File: src/rtl/flw_pkg.sv
package flw_pkg;
  parameter int unsigned FLW_LINE_W = 12;
  typedef logic [FLW_LINE_W-1:0] line_t;

  typedef struct packed {
    line_t first;
    line_t last;
  } span_t;

  function automatic line_t line_sat_inc(input line_t v);
    return (v == '1) ? v : line_t'(v + 1'b1);
  endfunction

  function automatic logic line_in_span(input line_t v, input span_t s);
    return (v >= s.first) && (v <= s.last);
  endfunction

  function automatic logic line_in_vbi(input line_t v, input line_t vbi, input line_t first);
    return (v >= vbi) && (v < first);
  endfunction
endpackage

File: src/rtl/vline_sync_edge.sv
module vline_sync_edge #(
  parameter int unsigned STAGES = 2
) (
  input  logic clk,
  input  logic rst_n,
  input  logic async_in,
  output logic rise
);
  localparam int unsigned LAST = STAGES - 1;

  logic [STAGES-1:0] chain;
  logic              prev;

  always_ff @(posedge clk or negedge rst_n) begin
    if (!rst_n) begin
      chain <= '0;
      prev  <= 1'b0;
    end else begin
      chain <= {chain[STAGES-2:0], async_in};
      prev  <= chain[LAST];
    end
  end

  assign rise = chain[LAST] & ~prev;
endmodule

File: src/rtl/vline_counter.sv
module vline_counter
  import flw_pkg::*;
(
  input  logic  clk,
  input  logic  rst_n,
  input  logic  hs_rise,
  input  logic  vs_rise,
  input  logic  prog_mode,
  output line_t line_num,
  output logic  field_even
);
  always_ff @(posedge clk or negedge rst_n) begin
    if (!rst_n) begin
      line_num   <= '0;
      field_even <= 1'b0;
    end else begin
      if (vs_rise)      line_num <= '0;
      else if (hs_rise) line_num <= line_sat_inc(line_num);

      if (prog_mode)    field_even <= 1'b0;
      else if (vs_rise) field_even <= ~field_even;
    end
  end
endmodule

File: src/rtl/vline_window_sel.sv
module vline_window_sel
  import flw_pkg::*;
(
  input  line_t line_num,
  input  logic  field_even,
  input  logic  prog_mode,
  input  span_t odd_span,
  input  span_t even_span,
  input  span_t frame_span,
  input  line_t vbi_first,
  output span_t sel_span,
  output logic  line_capture,
  output logic  vbi_active
);
  always_comb begin
    if (prog_mode)       sel_span = frame_span;
    else if (field_even) sel_span = even_span;
    else                 sel_span = odd_span;
  end

  assign line_capture = line_in_span(line_num, sel_span);
  assign vbi_active   = line_in_vbi(line_num, vbi_first, sel_span.first);
endmodule

File: src/rtl/field_line_window.sv
module field_line_window
  import flw_pkg::*;
#(
  parameter int unsigned SYNC_STAGES = 2
) (
  input  logic                  clk,
  input  logic                  rst_n,
  input  logic                  hsync_in,
  input  logic                  vsync_in,
  input  logic                  prog_mode,
  input  logic [FLW_LINE_W-1:0] odd_first,
  input  logic [FLW_LINE_W-1:0] odd_last,
  input  logic [FLW_LINE_W-1:0] even_first,
  input  logic [FLW_LINE_W-1:0] even_last,
  input  logic [FLW_LINE_W-1:0] frame_first,
  input  logic [FLW_LINE_W-1:0] frame_last,
  input  logic [FLW_LINE_W-1:0] vbi_first,
  output logic                  line_capture,
  output logic                  vbi_active,
  output logic [FLW_LINE_W-1:0] line_num,
  output logic                  field_even
);
  logic  hs_rise;
  logic  vs_rise;
  span_t sel_span;

  vline_sync_edge #(.STAGES(SYNC_STAGES)) u_hs (
    .clk(clk), .rst_n(rst_n), .async_in(hsync_in), .rise(hs_rise));
  vline_sync_edge #(.STAGES(SYNC_STAGES)) u_vs (
    .clk(clk), .rst_n(rst_n), .async_in(vsync_in), .rise(vs_rise));

  vline_counter u_cnt (
    .clk(clk), .rst_n(rst_n), .hs_rise(hs_rise), .vs_rise(vs_rise),
    .prog_mode(prog_mode), .line_num(line_num), .field_even(field_even));

  vline_window_sel u_win (
    .line_num(line_num), .field_even(field_even), .prog_mode(prog_mode),
    .odd_span('{first: odd_first, last: odd_last}),
    .even_span('{first: even_first, last: even_last}),
    .frame_span('{first: frame_first, last: frame_last}),
    .vbi_first(vbi_first), .sel_span(sel_span),
    .line_capture(line_capture), .vbi_active(vbi_active));
endmodule

File: config.mk
export PLATFORM = sky130hd
export DESIGN_NAME = field_line_window
export DESIGN_NICKNAME = d
export VERILOG_FILES = /design/src/rtl/flw_pkg.sv /design/src/rtl/vline_sync_edge.sv /design/src/rtl/vline_counter.sv /design/src/rtl/vline_window_sel.sv /design/src/rtl/field_line_window.sv
export SDC_FILE = /design/constraint.sdc
export NUM_CORES = 1
export LEC_CHECK = 0
export BUFFER_PORTS_ARGS = -buffer_cell sky130_fd_sc_hd__clkbuf_2
export CAP_MARGIN = 20
export CORE_AREA = 10 10 106 70
export DETAILED_ROUTE_END_ITERATION = 12
export DIE_AREA = 0 0 116 80
export GPL_TIMING_DRIVEN = 0
export PLACE_DENSITY = 0.71
export SYNTH_ARGS = -nofsm -noshare
export SYNTH_HDL_FRONTEND = slang
export SYNTH_SLANG_ARGS = --single-unit
File: constraint.sdc
create_clock -name clk -period 4.3 [get_ports clk]
set_input_delay 0.43 -clock clk [delete_from_list [all_inputs] [get_ports clk]]
set_output_delay 0.43 -clock clk [all_outputs]
set_load 0.02 [all_outputs]
* Yosys cells after proc, flatten, opt, wreduce, memory -nomap -nowiden
Cells that the tools add are included.
** Storage, ports and cells
- Flip-flop bits (word level) :: 19
- Word-level logic and storage cells :: 30
** Operators by class
- Magnitude comparators :: 4
- Reductions and logical operators :: 5
- $add $sub $neg :: 1
- Mux-type cells :: 7
- Equality and inequality tests :: 2
- Bitwise gates (word level) :: 5
** Operators with widths (count)
- 24-bit two-way mux :: 2
- 12-bit two-way mux :: 3
- 12-bit greater-or-equal comparator :: 2
- 12-bit by 1-bit adder with 12-bit output, second input constant :: 1
- 12-bit == test, second input constant :: 1
- 12-bit <= comparator :: 1
- 12-bit < comparator :: 1
- 2-bit nonzero test :: 2
- 1-bit inverter :: 3
- 1-bit bitwise AND :: 2
- 1-bit logical AND :: 2
- 1-bit two-way mux :: 2
- 2-bit by 1-bit != test with 1-bit output, second input constant :: 1
- 2-bit AND reduction :: 1

* Depth between registers and ports, before layout
Gate-level depths: netlist (run 1).
- Depth after elaboration :: 4
- Gate-level depth with buffers :: 11
- Gate-level depth less buffers :: 9

* Hierarchy
From an unflattened synthesis (run 1), not the netlist that was laid out.
** Unflattened totals
- Cells, all modules :: 283
- Area total of the unflattened synthesis :: 2352.3 um^2
** By module, submodules not included
- vline_window_sel :: times used 1, cells an instance 204, sequential area each 0.0 um^2, area an instance 1445.1 um^2
- vline_counter :: times used 1, cells an instance 71, sequential area each 325.3 um^2, area an instance 729.4 um^2
- vline_sync_edge :: times used 2, cells an instance 4, sequential area each 75.1 um^2, area an instance 88.8 um^2

* Worst setup path after synthesis (run 1)
No wires, ideal clock.
- Kind :: reg2out
- From :: register u_cnt.field_even
- To :: output line_capture
- Stages on the path, launching flop included :: 10
- Slack :: 1.271 ns
- Buffers on the path :: 2
- Data arrival time :: 2.599 ns
- Cell sequence :: dfrtp_1 > clkbuf_1 > buf_2 > mux2i_1 > nor2_1 > a21oi_1 > ha_1 > nand4_1 > or4_1 > a22oi_1
** Between the ends
- Word-level cells in the longest chain between the ends :: 4
- Elaborated cells on any way between the ends :: 5
** RTL lines
- from (decl) :: line vline_counter.sv:10 : output logic field_even
- from (signal assigned) :: line vline_counter.sv:21 : else if (vs_rise) field_even <= ~field_even;
- 24-bit two-way mux (*) :: line vline_window_sel.sv:17 : else if (field_even) sel_span = even_span;
- 24-bit two-way mux (*) :: line vline_window_sel.sv:16 : if (prog_mode) sel_span = frame_span;
- 12-bit greater-or-equal comparator or 12-bit <= comparator (tied branches) :: line flw_pkg.sv:15 : return (v >= s.first) && (v <= s.last);
- 1-bit logical AND (*) :: line flw_pkg.sv:15
- to (decl) :: line field_line_window.sv:18 : output logic line_capture,
Every way passes the cells marked *; elsewhere a longest branch is shown, timed or not.

* Worst setup path in the final report (run 1)
- From :: register u_cnt.field_even
- To :: output vbi_active
** Between the ends
- Word-level cells in the longest chain between the ends :: 4
** RTL lines
- 24-bit two-way mux :: line vline_window_sel.sv:17
- 24-bit two-way mux :: line vline_window_sel.sv:16
- 12-bit < comparator :: line flw_pkg.sv:19 : return (v >= vbi) && (v < first);
- 1-bit logical AND :: line flw_pkg.sv:19
- to (decl) :: line field_line_window.sv:19 : output logic vbi_active,
No other way between the ends.

==> out/qor.txt, run 1 <==
gpl congestion = 0.8683
TritonCTS Buffers = 3
post-synth top area cell = dfrtp_1
worst-skew pair later-pin latency = 0.26 ns
Crit path arrival time = 3.16 ns
Cells after Synth = 258
H-tree depth = 1
core area = 5465 um^2
TritonCTS Sinks = 19
clk slew on worst S/H paths = 0.07 ns
via count = 2195
drt drc = 0
Setup Viol. Count Final = 0
asr flop ratio synth = 1.000
Post-CTS Hold Fix Bufs = 0
Synthesized Nets = 384
Setup Buffers After CTS = 0
Yosys cell types = 40
Port Buffers = 102
sw power = 174.9 uW
PwrDens = 186.8 nW/um^2
Slew Limit Fails = 0
vias per cell = 5.069
Synth-to-Final Area Change = 29.85%
Inserted Diodes = 0
syn_area_per_cell = 8.351 um^2
Syn. warnings = 0
FP Rows = 21
critical path peak fanout = 10
Post-synth top flop = dfrtp_1
Clock Tree Root = clkbuf_8
top cells by area, synth = dfrtp_1 22%, ha_1 21%, mux2i_1 12%
Comb power frac = 0.385
GRT overflow = 0
sequential share of power = 0.384
Die W = 116 um
Max Cap Violations = 0
Pre-antenna DRT Iters = 4
type of the most critical hold path = in2async
WP data required = 3.87 ns
Pleak = 1.514 nW
Yosys top cell area share = 0.2207
count of final hold-check violations = 0
measured slew at the worst slew-check pin = 0.4883 ns
Starting Density = 0.3942
total wire length = 6.652 mm
CTS resizes = 0
post-route setup TNS = 0 ns
register bit total from synthesis = 19
post-route ant nets = 0
critical path endpoint category = primary output
RSZ-0062 raised after global routing = no
DP Wirelength = 5.795 mm
vias in the first global route = 2226
Die ar. = 9280 um^2
routed len/inst = 15.36 um
WS Path Type = reg2out
outcome = complete, no violations
final worst-path cycle share = 0.8346
Worst Skew = 0.002829 ns
Clk pwr share = 0.232
share of layout cells above drive strength 1 = 0.3077
drt initial violations = 85
overall routing resource usage = 0.1424
first-pass GRT wire length = 10.81 mm
fmax = 278.7 MHz
initial antenna violation count = 0
worst vdd ir = 0.1178 mV
final worst path period need = 3.589 ns
Switching Share = 0.3347
Chip Height = 80 um
Syn Std Cell Area = 2155 um^2
CTS tree = done
Max clock buf depth = 2
I/O pins = 104
crit path launch type = register
Seq/Total Area, Yosys = 0.2207
count leader, synth = nor2_1
number of synthesized flops with an enable pin = 0
relative slew slack = 0.6745
nets@finish = 491
Total Power = 522.7 uW
Post-synth top cells = 40 x nor2_1, 37 x ha_1, 34 x a21oi_1, 25 x mux2i_1, 19 x dfrtp_1
Int Power = 347.7 uW
largest net degree at the start of global routing = 20
area by class of cell:
cell class	count	area, um^2
Clock inverter	1	5.005
Fill cell	540	2668
Inverter	15	56.30
Buffer	10	52.55
Multi-Input combinational cell	214	1570
Timing Repair Buffer	102	510.5
Tap cell	69	86.33
Clock buffer	3	41.29
Sequential cell	19	475.5
power by group through the flow:
stage	clock [mW]	sequential, mW	combinational [mW]
2_1_floorplan	0	0.209	0.114
3_3_place_gp	0	0.203	0.194
3_5_place_dp	0	0.204	0.202
4_1_cts	0.126	0.201	0.204
5_1_grt	0.134	0.202	0.230
6_report	0.121	0.200	0.201
sequential cells by signal (all words and copies together), names as in the netlist:
name and count:
u_cnt.field_even 1, u_hs.prev 1, u_hs.chain 2, u_vs.prev 1
u_vs.chain 2, u_cnt.line_num 12
critical path, stage by stage, from the launching register on:
cell and delay, ns:
dfrtp_1 0.36, clkbuf_1 0.36, buf_2 0.40, mux2i_1 0.23, nor2_1 0.05, a21oi_1 0.15
ha_1 0.28, a21oi_1 0.18, o21ai_0 0.11, a211oi_1 0.40, o21a_1 0.19, clkbuf_2 0.17
layer usage:
| metal | GRT usage | routed length, um | vias up |
|---|---|---|---|
| met5 | 0 | 0 | - |
| met4 | 0.01493 | 18 | 0 |
| met3 | 0.04955 | 784 | 5 |
| met2 | 0.2139 | 2751 | 81 |
| met1 | 0.1963 | 3098 | 960 |
| li1 | - | - | 1149 |
cells in the final DEF (no fill, tap or decap), types with 2 or more instances in the layout:
cell      synthesis  final
mux2i_1          25     25
o21ai_1           5      5
a21oi_1          34     34
clkbuf_2          0    102
clkbuf_8          0      3
nand3_1           8      8
dfrtp_1          19     19
ha_1             37     37
and4_1            2      2
a21o_1            5      5
xor2_1            5      5
nor3_1            3      3
nor2_1           40     40
nand2b_1          2      2
xnor2_1           5      5
buf_2             2      2
o21ai_0           3      3
nand4_1           7      7
inv_1            15     15
a211oi_1          3      3
and2_1            2      2
clkbuf_1          5      5
nand2_1          12     12
through the flow:
step | hold WS, ns | setup slack [ns] | util | instance area (um^2) | instances
floorplan | 0.1344 | 1.271 | - | 2155 | 258
global placement | 0.3342 | 1.046 | 0.5034 | 2751 | 429
detailed placement | 0.3363 | 0.9792 | 0.5034 | 2751 | 429
CTS | 0.1260 | 0.6947 | 0.5119 | 2798 | 433
global route | 0.1505 | 0.4051 | 0.5119 | 2798 | 433
finish | 0.1164 | 0.7114 | 0.5119 | 2798 | 433
cell families (layout without fill, tap and decap cells):
| kind of cell | after synthesis | in the layout | synth area share |
|---|---|---|---|
| and+or+nand+nor | 82 | 82 | 0.1823 |
| adders and majority gates | 37 | 37 | 0.2149 |
| muxes | 25 | 25 | 0.1161 |
| AOI/OAI and AO/OA | 60 | 60 | 0.1748 |
| xor gates and xnor gates | 10 | 10 | 0.04065 |
| DFF | 19 | 19 | 0.2207 |
| buffers and inverters | 25 | 131 | 0.05052 |
worst paths after layout:
check,cells after the start,slack [ns],start,endpoint
worst min-delay path,1,0.12,rst_n,u_vs.chain[0]
worst min register to register,0,0.35,u_hs.chain[0],u_hs.chain[1]
max in group asynchronous,1,3.86,rst_n,u_cnt.line_num[4]
min in group clk,1,0.28,vsync_in,u_vs.chain[0]
worst max register to register,6,2.55,u_cnt.line_num[7],u_cnt.line_num[10]
worst max-delay path,11,0.71,u_cnt.field_even,vbi_active
(Power assumes the default switching activity.)
==> inputs of run 2 (changes only) <==
Settings changed: ABC_AREA from default to 1, CORE_AREA 10 10 106 70 to 10 10 111 73, DIE_AREA 0 0 116 80 to 0 0 121 83.
Clock period 4.3 ns to 3.26 ns, I/O delays scaled along.
==> run 2 against run 1 <==
Against the previous run: sequential cell count is the same; clock-buffer cell count grew 1; synthesized cell count grew 46%; synthesized area grew 9.4%; sequential share of layout area shrank 1.3 points; non-clock buffer count grew 1; first-iteration DRC count grew 100%; clock skew shrank 0.0021 ns; largest power group is now registers; highest routed layer unchanged.
==> out/qor.txt, run 2 <==
outcome = complete, no violations (unchanged)
I/O pins = 104 (unchanged)
final worst path period need = 2.927 ns
Worst Skew = 0.0007389 ns (was 0.002829 ns)
Max clock buf depth = 2 (unchanged)
slowest stage delay, CP = 0.39 ns (was 0.40 ns)
Die W = 121 um (was 116 um)
Chip Height = 83 um (was 80 um)
Starting Density = 0.3910 (was 0.3942)
initial antenna violation count = 0 (unchanged)
Final Cell Area = 3029 um^2 (was 2798 um^2)
WS Path Type = reg2out (unchanged)
slowest CP cell = dfrtp_1 (was buf_2)
WP data required = 2.93 ns (was 3.87 ns)
critical path endpoint category = primary output (unchanged)
Die ar. = 10040 um^2 (was 9280 um^2)
share of layout cells above drive strength 1 = 0.2541 (was 0.3077)
count of final hold-check violations = 0 (unchanged)
Post-synth top cells = 124 x nand2_1, 51 x inv_1, 40 x nand3_1, 37 x ha_1, 28 x o21ai_0 (was 40 x nor2_1, 37 x ha_1, 34 x a21oi_1, 25 x mux2i_1, 19 x dfrtp_1)
post-route ant nets = 0 (unchanged)
core area = 6028 um^2 (was 5465 um^2)
delay-heaviest family, CP = buffers and inverters (was compound AO/OA/AOI/OAI gates)
worst vdd ir = 0.1838 mV (was 0.1178 mV)
Setup Buffers After CTS = 0 (unchanged)
Slew Limit Fails = 0 (unchanged)
gpl congestion = 0.8913 (was 0.8683)
asr flop ratio synth = 1.000 (unchanged)
commonest non-fill, non-tap cells in the layout = 124 x nand2_1, 104 x clkbuf_2, 50 x inv_1 (was 102 x clkbuf_2, 40 x nor2_1, 37 x ha_1)
Pre-antenna DRT Iters = 4 (unchanged)
RSZ-0062 raised after global routing = no (unchanged)
Placed Area = 2978 um^2 (was 2751 um^2)
syn_area_per_cell = 6.253 um^2 (was 8.351 um^2)
Pleak = 1.851 nW (was 1.514 nW)
top cells by area, synth = dfrtp_1 20%, nand2_1 20%, ha_1 20% (was dfrtp_1 22%, ha_1 21%, mux2i_1 12%)
Cells after Synth = 377 (was 258)
Comb power frac = 0.375 (was 0.385)
drt drc = 0 (unchanged)
Inserted Diodes = 0 (unchanged)
post-route insts no fill = 568 (was 433)
Synth-to-Final Area Change = 28.50% (was 29.85%)
via count = 2737 (was 2195)
TritonCTS Sinks = 19 (unchanged)
Clock Tree Root = clkbuf_8 (unchanged)
largest registers = u_cnt.line_num x12, u_hs.chain x2, u_vs.chain x2 (unchanged)
clk slew on worst S/H paths = 0.07 ns (about the same)
Clk pwr share = 0.245 (was 0.232)
largest net degree at the start of global routing = 20 (unchanged)
PwrDens = 227.4 nW/um^2 (was 186.8 nW/um^2)
relative slew slack = 0.6783 (was 0.6745)
GRT overflow = 0 (unchanged)
TritonCTS Buffers = 3 (unchanged)
Total Power = 688.9 uW (was 522.7 uW)
H-tree depth = 1 (unchanged)
FP Rows = 22 (was 21)
max reg flops = 12 (unchanged)
post-synth top area cell = dfrtp_1 (unchanged)
worst-skew pair later-pin latency = 0.26 ns (about the same)
r2r worst-path depth = 8 (was 6)
critical path, cell by cell = buf_2 > inv_2 > clkbuf_4 > nand2_1 > nand3_1 > o21ai_0 > ha_1 > nand2_1 > inv_1 > nand2_1 > nor2_1 > nand4_1 > nand2_1 > nand2_1 > inv_1 > clkbuf_2 (was clkbuf_1 > buf_2 > mux2i_1 > nor2_1 > a21oi_1 > ha_1 > a21oi_1 > o21ai_0 > a211oi_1 > o21a_1 > clkbuf_2)
routed len/inst = 13.71 um (was 15.36 um)
Syn. warnings = 0 (unchanged)
Max Cap Violations = 0 (unchanged)
Post-synth top flop = dfrtp_1 (unchanged)
crit path launch type = register (unchanged)
buffer and inverter count on the worst path = 6 (was 3)
type of the most critical hold path = in2async (unchanged)
Port Buffers = 103 (was 102)
Seq/Total Area, Yosys = 0.2017 (was 0.2207)
drt initial violations = 173 (was 85)
vias in the first global route = 2536 (was 2226)
number of synthesized flops with an enable pin = 0 (unchanged)
fmax = 341.6 MHz
register bit total from synthesis = 19 (unchanged)
measured slew at the worst slew-check pin = 0.4825 ns (was 0.4883 ns)
total wire length = 7.789 mm (was 6.652 mm)
first-pass GRT wire length = 12.50 mm (was 10.81 mm)
final worst-path cycle share = 0.8980
Crit path arrival time = 2.60 ns (was 3.16 ns)
sw power = 245.9 uW (was 174.9 uW)
Yosys top cell area share = 0.2017 (was 0.2207)
placed cell count = 564 (was 429)
sequential share of power = 0.380 (was 0.384)
CP dominant cell by count = nand2_1 (was a21oi_1)
Syn Std Cell Area = 2357 um^2 (was 2155 um^2)
Switching Share = 0.3569 (was 0.3347)
overall routing resource usage = 0.1461 (was 0.1424)
critical path peak fanout = 10 (unchanged)
Synthesized Nets = 503 (was 384)
count leader, synth = nand2_1 (was nor2_1)
Int Power = 443.0 uW (was 347.7 uW)
nets@finish = 611 (was 491)
Reg2Reg Launch Point = u_cnt.line_num[1] (was u_cnt.line_num[7])
Yosys cell types = 25 (was 40)
Setup Viol. Count Final = 0 (unchanged)
CTS tree = done (unchanged)
most common cell after layout, fill and taps aside = nand2_1 (was clkbuf_2)
post-route setup TNS = 0 ns (unchanged)
reg2reg setup slack = 1.61 ns (was 2.55 ns)
RR Endpoint = u_cnt.line_num[10] (unchanged)
vias per cell = 4.819 (was 5.069)
Biggest register = u_cnt.line_num (unchanged)
DP Wirelength = 6.742 mm (was 5.795 mm)
==> run 2: cell families (layout without fill, tap and decap cells) <==
family | count (synthesis) | after routing | synth area share
XOR/XNOR | 1 | 1 | 0.003716
flip-flops | 19 | 19 | 0.2017
AO/OA/AOI/OAI | 54 | 54 | 0.1178
adder cells (fa/ha/maj) | 37 | 37 | 0.1964
AND/OR/NAND/NOR | 203 | 203 | 0.3742
buffers and inverters | 63 | 170 | 0.1062
==> run 2: cell type report <==
| class | count | area [um^2] |
|---|---|---|
| buffer | 10 | 52.55 |
| tap | 84 | 105.1 |
| fill | 627 | 2999 |
| multi-input combinational | 295 | 1632 |
| inverter | 53 | 203.9 |
| clock buffer | 4 | 45.04 |
| timing repair buffer | 103 | 515.5 |
| sequential | 19 | 475.5 |
==> run 2: metal layers <==
layer,up-vias,wire length [um],track usage,part of all wire
met2,103,3021,0.2008,0.39
met4,0,23,0.01193,0.0030
met1,1195,3923,0.2158,0.50
met5,-,0,0,0
met3,2,820,0.05270,0.11
li1,1437,-,-,-
==> run 2: what timing repair did <==
action	CTS	global route
gates resized for setup	0	6
setup endpoints to repair	0	2
hold buffers	0	0
==> run 2: how the worst max path moves through the flow <==
stage	from	to	slack [ns]	cells past startpoint
2_1_floorplan	u_cnt.field_even	line_capture	0.87	13
3_3_place_gp	prog_mode	vbi_active	0.46	13
3_5_place_dp	prog_mode	vbi_active	0.45	13
4_1_cts	u_cnt.field_even	vbi_active	0.19	13
5_1_grt	u_cnt.field_even	vbi_active	0.06	17
6_report	u_cnt.field_even	line_capture	0.33	16
==> run 2: per-stage QoR <==
| step | hold slack (ns) | setup WS [ns] | utilization |
|---|---|---|---|
| 2_1_floorplan | 0.03041 | 0.8740 | - |
| 3_3_place_gp | 0.3041 | 0.4581 | 0.4940 |
| 3_5_place_dp | 0.3097 | 0.4505 | 0.4940 |
| 4_1_cts | 0.03022 | 0.1896 | 0.5015 |
| 5_1_grt | 0.05482 | 0.05871 | 0.5025 |
| 6_report | 0.01318 | 0.3326 | 0.5025 |
==> run 2: power by group through the flow <==
stage	clock network [mW]	registers (mW)	logic, mW
floorplan	0	0.270	0.143
global placement	0	0.267	0.248
detailed placement	0	0.267	0.256
CTS	0.171	0.262	0.257
global route	0.187	0.265	0.296
finish	0.169	0.262	0.258
